[config.mk]
export PLATFORM = sky130hd
export DESIGN_NAME = wavegen_top
export DESIGN_NICKNAME = d
export VERILOG_FILES = /design/src/rtl/wg_pkg.sv /design/src/rtl/wg_shadow.sv /design/src/rtl/wg_topsel.sv /design/src/rtl/wg_channel.sv /design/src/rtl/wavegen_top.sv
export SDC_FILE = /design/constraint.sdc
export NUM_CORES = 1
export LEC_CHECK = 0
export ABC_AREA = 1
export BUFFER_PORTS_ARGS = -buffer_cell sky130_fd_sc_hd__buf_4
export CAP_MARGIN = 20
export CORE_AREA = 10 10 95 181
export CTS_BUF_LIST = sky130_fd_sc_hd__clkbuf_8
export DETAILED_ROUTE_END_ITERATION = 6
export DIE_AREA = 0 0 105 191
export PLACE_DENSITY_LB_ADDON = 0.15
export SETUP_SLACK_MARGIN = 0.05
export SLEW_MARGIN = 30
export SYNTH_ARGS = -nofsm -noshare
export SYNTH_HDL_FRONTEND = slang
export SYNTH_SLANG_ARGS = --single-unit
[constraint.sdc]
create_clock -name clk -period 4.4 [get_ports clk]
set_clock_uncertainty 0.15 [all_clocks]
set_input_delay 0.88 -clock clk [delete_from_list [all_inputs] [get_ports clk]]
set_output_delay 0.88 -clock clk [all_outputs]
set_load 0.03 [all_outputs]
[src/rtl/wg_pkg.sv]
// Shared encodings for the waveform generator.
// Assumes: mode and size are held stable by the surrounding logic while running.
package wg_pkg;
    typedef enum logic [1:0] {
        WG_NFRQ = 2'b00,
        WG_MFRQ = 2'b01,
        WG_NPWM = 2'b10,
        WG_MPWM = 2'b11
    } wg_mode_e;

    typedef enum logic [1:0] {
        WG_SZ8   = 2'b00,
        WG_SZ16  = 2'b01,
        WG_SZ32  = 2'b10,
        WG_SZ32B = 2'b11
    } wg_size_e;
endpackage

[src/rtl/wg_shadow.sv]
// Double-buffered register: writes go directly to the active value, or to a
// shadow copy with a pending flag that commits on an unlocked update.
// Assumes: wr and upd_req are single-cycle qualified strobes.
module wg_shadow #(
    parameter int W = 32
) (
    input  logic         clk,
    input  logic         rst_n,
    input  logic         buf_en,
    input  logic         wr,
    input  logic [W-1:0] wdata,
    input  logic         upd_req,
    input  logic         upd_lock,
    output logic [W-1:0] act_o,
    output logic         pend_o
);
    logic [W-1:0] act_q;
    logic [W-1:0] shd_q;
    logic         vld_q;
    logic         commit;

    // Commit happens only when a value is pending and the update is not locked.
    assign commit = upd_req && !upd_lock && vld_q;

    // Active value: a direct write wins, otherwise a commit copies the shadow.
    always_ff @(posedge clk) begin
        if (!rst_n)
            act_q <= '0;
        else if (wr && !buf_en)
            act_q <= wdata;
        else if (commit)
            act_q <= shd_q;
    end

    // Shadow copy and pending flag: a buffered write sets, a commit clears.
    always_ff @(posedge clk) begin
        if (!rst_n) begin
            shd_q <= '0;
            vld_q <= 1'b0;
        end else if (wr && buf_en) begin
            shd_q <= wdata;
            vld_q <= 1'b1;
        end else if (commit) begin
            vld_q <= 1'b0;
        end
    end

    assign act_o  = act_q;
    assign pend_o = vld_q;

    assert_buffer_hold_R8: assert property (@(posedge clk) disable iff (!rst_n)
        (!(wr && !buf_en) && !(upd_req && !upd_lock)) |=> $stable(act_q));
    assert_lock_hold_R9: assert property (@(posedge clk) disable iff (!rst_n)
        (upd_lock && !wr) |=> $stable(act_q));
    assert_commit_clear_R9: assert property (@(posedge clk) disable iff (!rst_n)
        (upd_req && !upd_lock && vld_q && !wr) |=> !vld_q);
endmodule

[src/rtl/wg_topsel.sv]
// Top value selection and reload request.
// Assumes: CNT_W >= 32 so that every size maximum fits.
module wg_topsel
    import wg_pkg::*;
#(
    parameter int CNT_W = 32
) (
    input  wg_mode_e           mode,
    input  wg_size_e           size,
    input  logic [CNT_W-1:0]   per_act,
    input  logic [CNT_W-1:0]   cc0_act,
    input  logic [CNT_W-1:0]   count,
    input  logic               count_down,
    output logic [CNT_W-1:0]   mask_o,
    output logic [CNT_W-1:0]   top_o,
    output logic               reload_o
);
    localparam logic [CNT_W-1:0] MAX8  = CNT_W'(8'hFF);
    localparam logic [CNT_W-1:0] MAX16 = CNT_W'(16'hFFFF);
    localparam logic [CNT_W-1:0] MAX32 = CNT_W'(32'hFFFF_FFFF);

    logic match_mode;
    assign match_mode = (mode == WG_MFRQ) || (mode == WG_MPWM);

    // Size mask: the largest count the selected size can hold.
    always_comb begin
        case (size)
            WG_SZ8:  mask_o = MAX8;
            WG_SZ16: mask_o = MAX16;
            default: mask_o = MAX32;
        endcase
    end

    // Top: period for 8-bit, else channel 0 in match modes or size maximum.
    always_comb begin
        if (size == WG_SZ8)
            top_o = per_act & MAX8;
        else if (match_mode)
            top_o = cc0_act & mask_o;
        else
            top_o = mask_o;
    end

    // Reload request: up-count reaching top, or down-count reaching zero.
    assign reload_o = count_down ? (count == '0) : (count == top_o);
endmodule

[src/rtl/wg_channel.sv]
// One compare channel: registered match flag plus frequency or PWM waveform.
// Assumes: count stays within 0..top; inversion applies after the register.
module wg_channel #(
    parameter int CNT_W = 32
) (
    input  logic             clk,
    input  logic             rst_n,
    input  logic [CNT_W-1:0] count,
    input  logic [CNT_W-1:0] cc,
    input  logic [CNT_W-1:0] mask,
    input  logic             pwm,
    input  logic             inv,
    output logic             wave_o,
    output logic             match_o
);
    logic hit;
    logic at_zero;
    logic match_q;
    logic wave_q;

    assign hit     = (count == (cc & mask));
    assign at_zero = (count == '0);

    // Match flag: registered compare result.
    always_ff @(posedge clk) begin
        if (!rst_n) match_q <= 1'b0;
        else        match_q <= hit;
    end

    // Raw waveform: PWM set at restart / clear on match, or toggle on match.
    always_ff @(posedge clk) begin
        if (!rst_n)
            wave_q <= 1'b0;
        else if (pwm) begin
            if (hit)          wave_q <= 1'b0;
            else if (at_zero) wave_q <= 1'b1;
        end else if (hit)
            wave_q <= ~wave_q;
    end

    assign wave_o  = wave_q ^ inv;
    assign match_o = match_q;

    assert_pwm_clear_R1: assert property (@(posedge clk) disable iff (!rst_n)
        (pwm && hit) |=> !wave_q);
    assert_pwm_set_R1: assert property (@(posedge clk) disable iff (!rst_n)
        (pwm && at_zero && !hit) |=> wave_q);
    assert_freq_toggle_R2: assert property (@(posedge clk) disable iff (!rst_n)
        (!pwm && hit) |=> (wave_q != $past(wave_q)));
    assert_match_follow_R3: assert property (@(posedge clk) disable iff (!rst_n)
        !hit |=> !match_q);
endmodule

[src/rtl/wavegen_top.sv]
// Compare-match waveform generator: two channels, top selection, reload
// request and double-buffered period/compare values.
// Assumes: an external counter supplies count, direction and overflow strobe.
module wavegen_top
    import wg_pkg::*;
#(
    parameter int CNT_W = 32,
    parameter int NCH   = 2
) (
    input  logic             clk,
    input  logic             rst_n,
    input  logic [CNT_W-1:0] count_i,
    input  logic             count_down_i,
    input  logic             ovf_i,
    input  logic [1:0]       mode_i,
    input  logic [1:0]       size_i,
    input  logic [NCH-1:0]   inv_i,
    input  logic             buf_en_i,
    input  logic             per_wr_i,
    input  logic [CNT_W-1:0] per_data_i,
    input  logic [NCH-1:0]   cc_wr_i,
    input  logic [CNT_W-1:0] cc_data_i,
    input  logic             upd_cmd_i,
    input  logic             upd_lock_i,
    output logic [NCH-1:0]   wave_o,
    output logic [NCH-1:0]   match_o,
    output logic             reload_o,
    output logic [CNT_W-1:0] top_o
);
    wg_mode_e         mode;
    wg_size_e         size;
    logic             upd_req;
    logic             pwm;
    logic [CNT_W-1:0] per_act;
    logic             per_pend;
    logic [CNT_W-1:0] cc_act  [NCH];
    logic [NCH-1:0]   cc_pend;
    logic [CNT_W-1:0] mask;

    assign mode    = wg_mode_e'(mode_i);
    assign size    = wg_size_e'(size_i);
    assign upd_req = ovf_i || upd_cmd_i;
    assign pwm     = mode_i[1];

    wg_shadow #(.W(CNT_W)) u_per (
        .clk(clk), .rst_n(rst_n), .buf_en(buf_en_i), .wr(per_wr_i),
        .wdata(per_data_i), .upd_req(upd_req), .upd_lock(upd_lock_i),
        .act_o(per_act), .pend_o(per_pend)
    );

    for (genvar g = 0; g < NCH; g++) begin : g_ch
        wg_shadow #(.W(CNT_W)) u_cc (
            .clk(clk), .rst_n(rst_n), .buf_en(buf_en_i), .wr(cc_wr_i[g]),
            .wdata(cc_data_i), .upd_req(upd_req), .upd_lock(upd_lock_i),
            .act_o(cc_act[g]), .pend_o(cc_pend[g])
        );
        wg_channel #(.CNT_W(CNT_W)) u_chan (
            .clk(clk), .rst_n(rst_n), .count(count_i), .cc(cc_act[g]),
            .mask(mask), .pwm(pwm), .inv(inv_i[g]),
            .wave_o(wave_o[g]), .match_o(match_o[g])
        );
    end

    wg_topsel #(.CNT_W(CNT_W)) u_top (
        .mode(mode), .size(size), .per_act(per_act), .cc0_act(cc_act[0]),
        .count(count_i), .count_down(count_down_i),
        .mask_o(mask), .top_o(top_o), .reload_o(reload_o)
    );

    assert_reset_clear_R11: assert property (@(posedge clk)
        !rst_n |=> (match_o == '0));
    assert_top_period_R4: assert property (@(posedge clk) disable iff (!rst_n)
        (size == WG_SZ8) |-> (top_o <= CNT_W'(8'hFF)));
    assert_pend_lock_R9: assert property (@(posedge clk) disable iff (!rst_n)
        (upd_lock_i && !per_wr_i && per_pend) |=> per_pend);
endmodule

Yosys cells after proc, flatten, opt, wreduce, memory -nomap -nowiden. Index checks and enable logic that the tools add are counted.

Equal/unequal tests: 6. Mux-type cells: 23. Bitwise operators: 6. Reductions and logical operators: 28.

Operator list (number): $mux W32 (6); $eq A32 B32 Y1 (3); $and A32 B32 Y32 (2); $pmux W32 S2 (1); $logic_not A32 Y1 (1); $reduce_bool A2 Y1 (10); $mux W8 (2); $mux W1 (14); $logic_and A1 B1 Y1 (10); $eq A2 B1 Y1 const B (2); $reduce_and A2 Y1 (2); $eq A2 B2 Y1 const B (1); $logic_not A1 Y1 (2); $logic_not A2 Y1 (1); $logic_or A1 B1 Y1 (2); $not A1 Y1 (2); $xor A1 B1 Y1 (2).

Bits in registers: 151. Input port bits: 112. Output and inout bits: 37. Word-level logic and storage cells: 76.

Longest topological paths before layout.
Word-level depth: 7. Mapped depth: 15. Mapped depth without buffers: 13.

By module. From an unflattened synthesis, not the netlist that was laid out.

Cell total of the unflattened synthesis: 2259. Area total of the unflattened synthesis: 12771.0 um^2.

By module, submodules not included: wg_shadow (times used 3, cells each 461, area an instance 2984.1 um^2, seq. area each 1301.2 um^2); wg_channel (times used 2, cells each 271, area an instance 1154.9 um^2, seq. area each 40.0 um^2); wg_topsel (times used 1, cells each 331, area an instance 1497.7 um^2, seq. area each 0.0 um^2); wavegen_top (times used 1, cells each 3, area an instance 11.3 um^2, seq. area each 0.0 um^2).

Worst setup path after synthesis. Ideal clock, no wire load.

Kind: input to output. From: input mode_i[0]. To: output reload_o. Arrival: 2.316 ns. Data required time: 3.370 ns. Path slack: 1.054 ns. Stages: 12. Path buffers: 2. Cell sequence: buf_2 inv_2 nand2_4 buf_6 nand2_1 xor2_1 nand3_1 nor2_1 nand2_1 nor2_1 nand2_1 nand2_1.

Word-level cells in the longest chain between the ends: 6. Elaborated cells on any way between the ends: 7. Those cells by class: 3 x eq/ne; 3 x mux; 1 x reduce/logical.

RTL lines: from (decl) (line wavegen_top.sv:15) `input logic [1:0] mode_i,`; $eq A2 B1 Y1 or $eq A2 B2 Y1 (tied branches) (line wg_topsel.sv:23) `assign match_mode = (mode == WG_MFRQ) || (mode == WG_MPWM);`; $logic_or A1 B1 Y1 (*) (line wg_topsel.sv:23); $mux W32 (*) (line wg_topsel.sv:38) `else if (match_mode)`; $mux W32 (*) (line wg_topsel.sv:36) `if (size == WG_SZ8)`; via top_o[18] (line wavegen_top.sv:28) `output logic [CNT_W-1:0] top_o`; $eq A32 B32 Y1 (*) (line wg_topsel.sv:45) `assign reload_o = count_down ? (count == '0) : (count == top_o);`; $mux W1 (*) (line wg_topsel.sv:45); to (decl) (line wavegen_top.sv:27) `output logic reload_o,`.

Mark *: on every way through the listed nets, which the timed path passes. The rest lies on a longest branch.

Worst setup path in the final report.
From: input size_i[1]. To: output reload_o.

Word-level cells in the longest chain between the ends: 7. Elaborated cells on any way between the ends: 8. Those cells by class: 2 x eq/ne; 4 x mux; 1 x bitwise; 1 x reduce/logical.

RTL lines: from (decl) (line wavegen_top.sv:16) `input logic [1:0] size_i,`; $eq A2 B1 Y1 or $logic_not A2 Y1 (tied branches) (line wg_topsel.sv:27, wg_topsel.sv:36); $pmux W32 S2 (line wg_topsel.sv:27) `case (size)`; $and A32 B32 Y32 (line wg_topsel.sv:39) `top_o = cc0_act & mask_o;`; $mux W32 (line wg_topsel.sv:38); $mux W32 (*) (line wg_topsel.sv:36); $eq A32 B32 Y1 (*) (line wg_topsel.sv:45); $mux W1 (*) (line wg_topsel.sv:45).

Every way passes the cells marked *; elsewhere a longest branch is shown, timed or not.

==> summary.txt <==
Pwr
  • P_sw: 1199 uW
  • Logic pwr share: 21.3%
  • Clock Power Share: 32.5%
  • Max IR drop VDD: 269.6 uV
  • Switch share: 35.90%
  • Lkg Pwr: 0.004548 uW
  • Flop pwr share: 46.2%
  • P_int: 2141 uW
  • PwrDens: 346.7 nW/um^2

Critical path
  • Critical path class: in2out
  • Crit-path most repeated cell: nand2_1
  • Critical Path Max Stage Delay: 0.35 ns
  • FF-to-FF End: g_ch[1].u_cc.act_o[23]
  • Register-to-register setup slack: 2.22 ns
  • FF-to-FF Start: g_ch[1].u_cc.pend_o
  • Worst Path Arrival: 2.78 ns
  • Req. time, crit path: 3.37 ns
  • Critical Path Slowest Stage Cell: nand2_4
  • Startpoint types: input pin
  • Worst-path fanout max: 43
  • Worst path cell trace: buf_4 -> inv_2 -> nand2_4 -> nand2_2 -> nand2_1 -> nand2_1 -> nand2_1 -> nand3b_1 -> nor2_1 -> nand2_1 -> nor2_1 -> nand2_1 -> nand2_1 -> buf_4
  • Worst Reg-to-Reg Cells: 6
  • Crit. End Element: output pin

Routing
  • Via count: 9013
  • Initial DRC Count: 583
  • Via density: 5.644
  • First-pass iteration count of the detailed router: 6
  • Residual DRC: 0
  • Antenna Nets Post-Route: 0
  • Routed length per placed instance: 17.94 microns
  • WL final: 28.65 mm

CTS
  • Clk_lat worst skew: 0.47 ns
  • Post-cts hold buffer count: 0
  • Clock-pin slew on the worst setup and hold paths: 0.10 ns
  • Cts bufs inserted: 17
  • Post-CTS setup repair buffer count: 0
  • Post_cts resized: 0
  • CTS sink count: 151
  • Clk buf depth: 2
  • H-tree depth: 4
  • CTS tree: built
  • Clk root buf: clkbuf_8

Timing
  • Achievable Freq: 262.8 MHz
  • Setup violators final: 0
  • Period utilization: 86.48%
  • Hold slack: 0.3249 ns
  • Minimum clock period: 3.805 ns
  • Setup_tns: 0 ns
  • Slew headroom: 43.38%
  • Slew @ Worst Pin: 0.8484 ns
  • Endpoints failing hold: 0
  • RSZ-0062 raised after global routing: false
  • Max Transition Viols Final: 0

Die
  • Die Ht: 191 microns
  • Starting Density: 58.64%
  • Core Region: 14270 sq um
  • Die area: 20060 sq um
  • Die Width: 105 microns
  • # rows: 62
  • Ports: 149

Logic synthesis
  • Synth top area cells: dfxtp_1 (36%), nand2_1 (16%), o21ai_0 (7.7%), nand3_1 (7.5%), inv_1 (6.1%)
  • Top FF cell, synth: dfxtp_1
  • Synthesized instance count: 1318
  • Cell with the most instances after synthesis: nand2_1
  • Commonest cells post-synth: nand2_1 (365), dfxtp_1 (151), inv_1 (135), o21ai_0 (128), nand3_1 (125)
  • Unique cell type count in the Yosys netlist: 30
  • Synth Area per Inst: 6.351 sq um
  • Register area share after synthesis: 36.11%
  • Yosys top cell area share: 36.11%
  • Async set or reset register ratio after synthesis: 0%
  • Mapped Area: 8371 sq um
  • Post-synth EDFFs: 0
  • Syn nets: 1430
  • Synth area leader: dfxtp_1
  • Register bit total from synthesis: 151
  • Synth Warn #: 0

Global routing
  • First-pass GRT wire length: 44.68 mm
  • Met3 usage: 4.924%
  • Grt ovf: 0
  • Most used routing layer: met2
  • M1 GR Usage: 26.38%
  • Initial antenna violation count: 0
  • Vias in the first global route: 8784
  • Met2 usage: 50.65%
  • Largest net degree at the start of global routing: 72
  • GRT Resource Usage Total: 28.08%

Hold path
  • Hold-critical path depth: 2
  • Worst Hold Class: reg2reg
  • Hold EP: g_ch[0].u_cc.act_o[13]
  • Hold Startpoint: g_ch[0].u_cc.shd_q[13]

Final layout
  • Syn-to-layout area delta: 15.11%
  • # nets final: 1504
  • Share of cells above drive strength 1: 12.53%
  • Antenna diode count: 0

Placed design
  • Final HPWL DP: 21.68 mm
  • Port buffer count: 124
  • Gpl congestion: 1.030

Outcome
  • Status: completed

Job
  • MaxCap Viol Count: 0
## final cells by class
cell class / instances / area [sq um]
timing repair buffer: 134 / 1006
clock buffer: 17 / 234.0
multi-input combinational: 948 / 4425
fill: 1391 / 4638
tap: 192 / 240.2
sequential: 151 / 3023
clock inverter: 15 / 180.2
inverter: 140 / 526.8
## kinds of logic (layout without fill, tap and decap cells)
logic type                Yosys count  count (layout)  share of synthesized area [%]
and+or+nand+nor                   631             631                          31.06
buffers and inverters             219             306                          11.02
DFF                               151             151                          36.11
xor gates and xnor gates           14              14                          1.465
AOI/OAI and AO/OA                 303             303                          20.34
## routing by layer
layer | share of wire, % | vias up | wire length, microns
met5 | 0 | - | 0
met4 | 9.4 | 0 | 2693
met3 | 5.2 | 135 | 1501
met2 | 52 | 358 | 14820
met1 | 34 | 4038 | 9631
li1 | - | 4482 | -
## power groups by stage
| stage | sequential (uW) | combinational, uW | clock [uW] |
|---|---|---|---|
| 6_report | 1540 | 713 | 1090 |
| 4_1_cts | 1540 | 706 | 1100 |
| 3_3_place_gp | 1570 | 693 | 0 |
| 3_5_place_dp | 1570 | 703 | 0 |
| 5_1_grt | 1550 | 789 | 1150 |
| 2_1_floorplan | 1530 | 468 | 0 |
## how the worst max path moves through the flow
stage                     cells past startpoint       from       end  slack [ns]
after floorplan                              12  mode_i[0]  reload_o        1.05
after global placement                       15  size_i[1]  reload_o        0.66
after detailed placement                     14  size_i[1]  reload_o        0.64
after CTS                                    14  size_i[1]  reload_o        0.64
after global routing                         14  size_i[1]  reload_o        0.44
final                                        14  size_i[1]  reload_o        0.59
## through the flow
step	cell area, sq um	std cells	power, uW	utilization [%]	setup slack (ns)
global placement	9220	1565	2260	64.60	0.6633
floorplan	8371	1318	2002	-	1.054
finish	9635	1597	3341	67.51	0.5950
CTS	9635	1597	3340	67.51	0.6388
detailed placement	9221	1565	2272	64.60	0.6422
global route	9635	1597	3483	67.51	0.4358
## worst max-delay path, delay by kind of cell
kind / cells / cell delay, ns
and+or+nand+nor: 11 / 1.37
buffers and inverters: 3 / 0.49
## cells in the final DEF (no fill, tap or decap)
cell / netlist / layout
nand3b_1: 2 / 2
xor2_1: 13 / 13
clkbuf_8: 0 / 17
or2_2: 1 / 1
nor2_2: 1 / 1
nor3_1: 2 / 2
a31oi_1: 47 / 47
dfxtp_1: 151 / 151
o21ai_1: 1 / 1
inv_8: 0 / 3
o211ai_1: 1 / 1
a211oi_1: 50 / 50
nand2_1: 365 / 365
inv_6: 0 / 4
nand2_2: 1 / 1
clkinv_4: 0 / 1
a21oi_1: 76 / 76
clkinv_1: 3 / 1
nand4_1: 14 / 14
nor2_1: 115 / 115
clkinv_2: 0 / 2
inv_2: 2 / 4
clkinv_8: 0 / 6
and2_1: 2 / 2
inv_1: 135 / 134
buf_4: 11 / 134
xnor2_1: 1 / 1
and3_1: 1 / 1
nand2_4: 2 / 2
nand3_1: 125 / 125
o21ai_0: 128 / 128
## sequential cells by signal, indices dropped and copies added (netlist names)
register,flops
u_per.act_o,8
g_ch.u_chan.match_o,2
g_ch.u_cc.pend_o,2
g_ch.u_cc.act_o,64
u_per.shd_q,8
g_ch.u_chan.wave_q,2
g_ch.u_cc.shd_q,64
u_per.pend_o,1
Note: power is estimated with default switching activity, not from simulation.
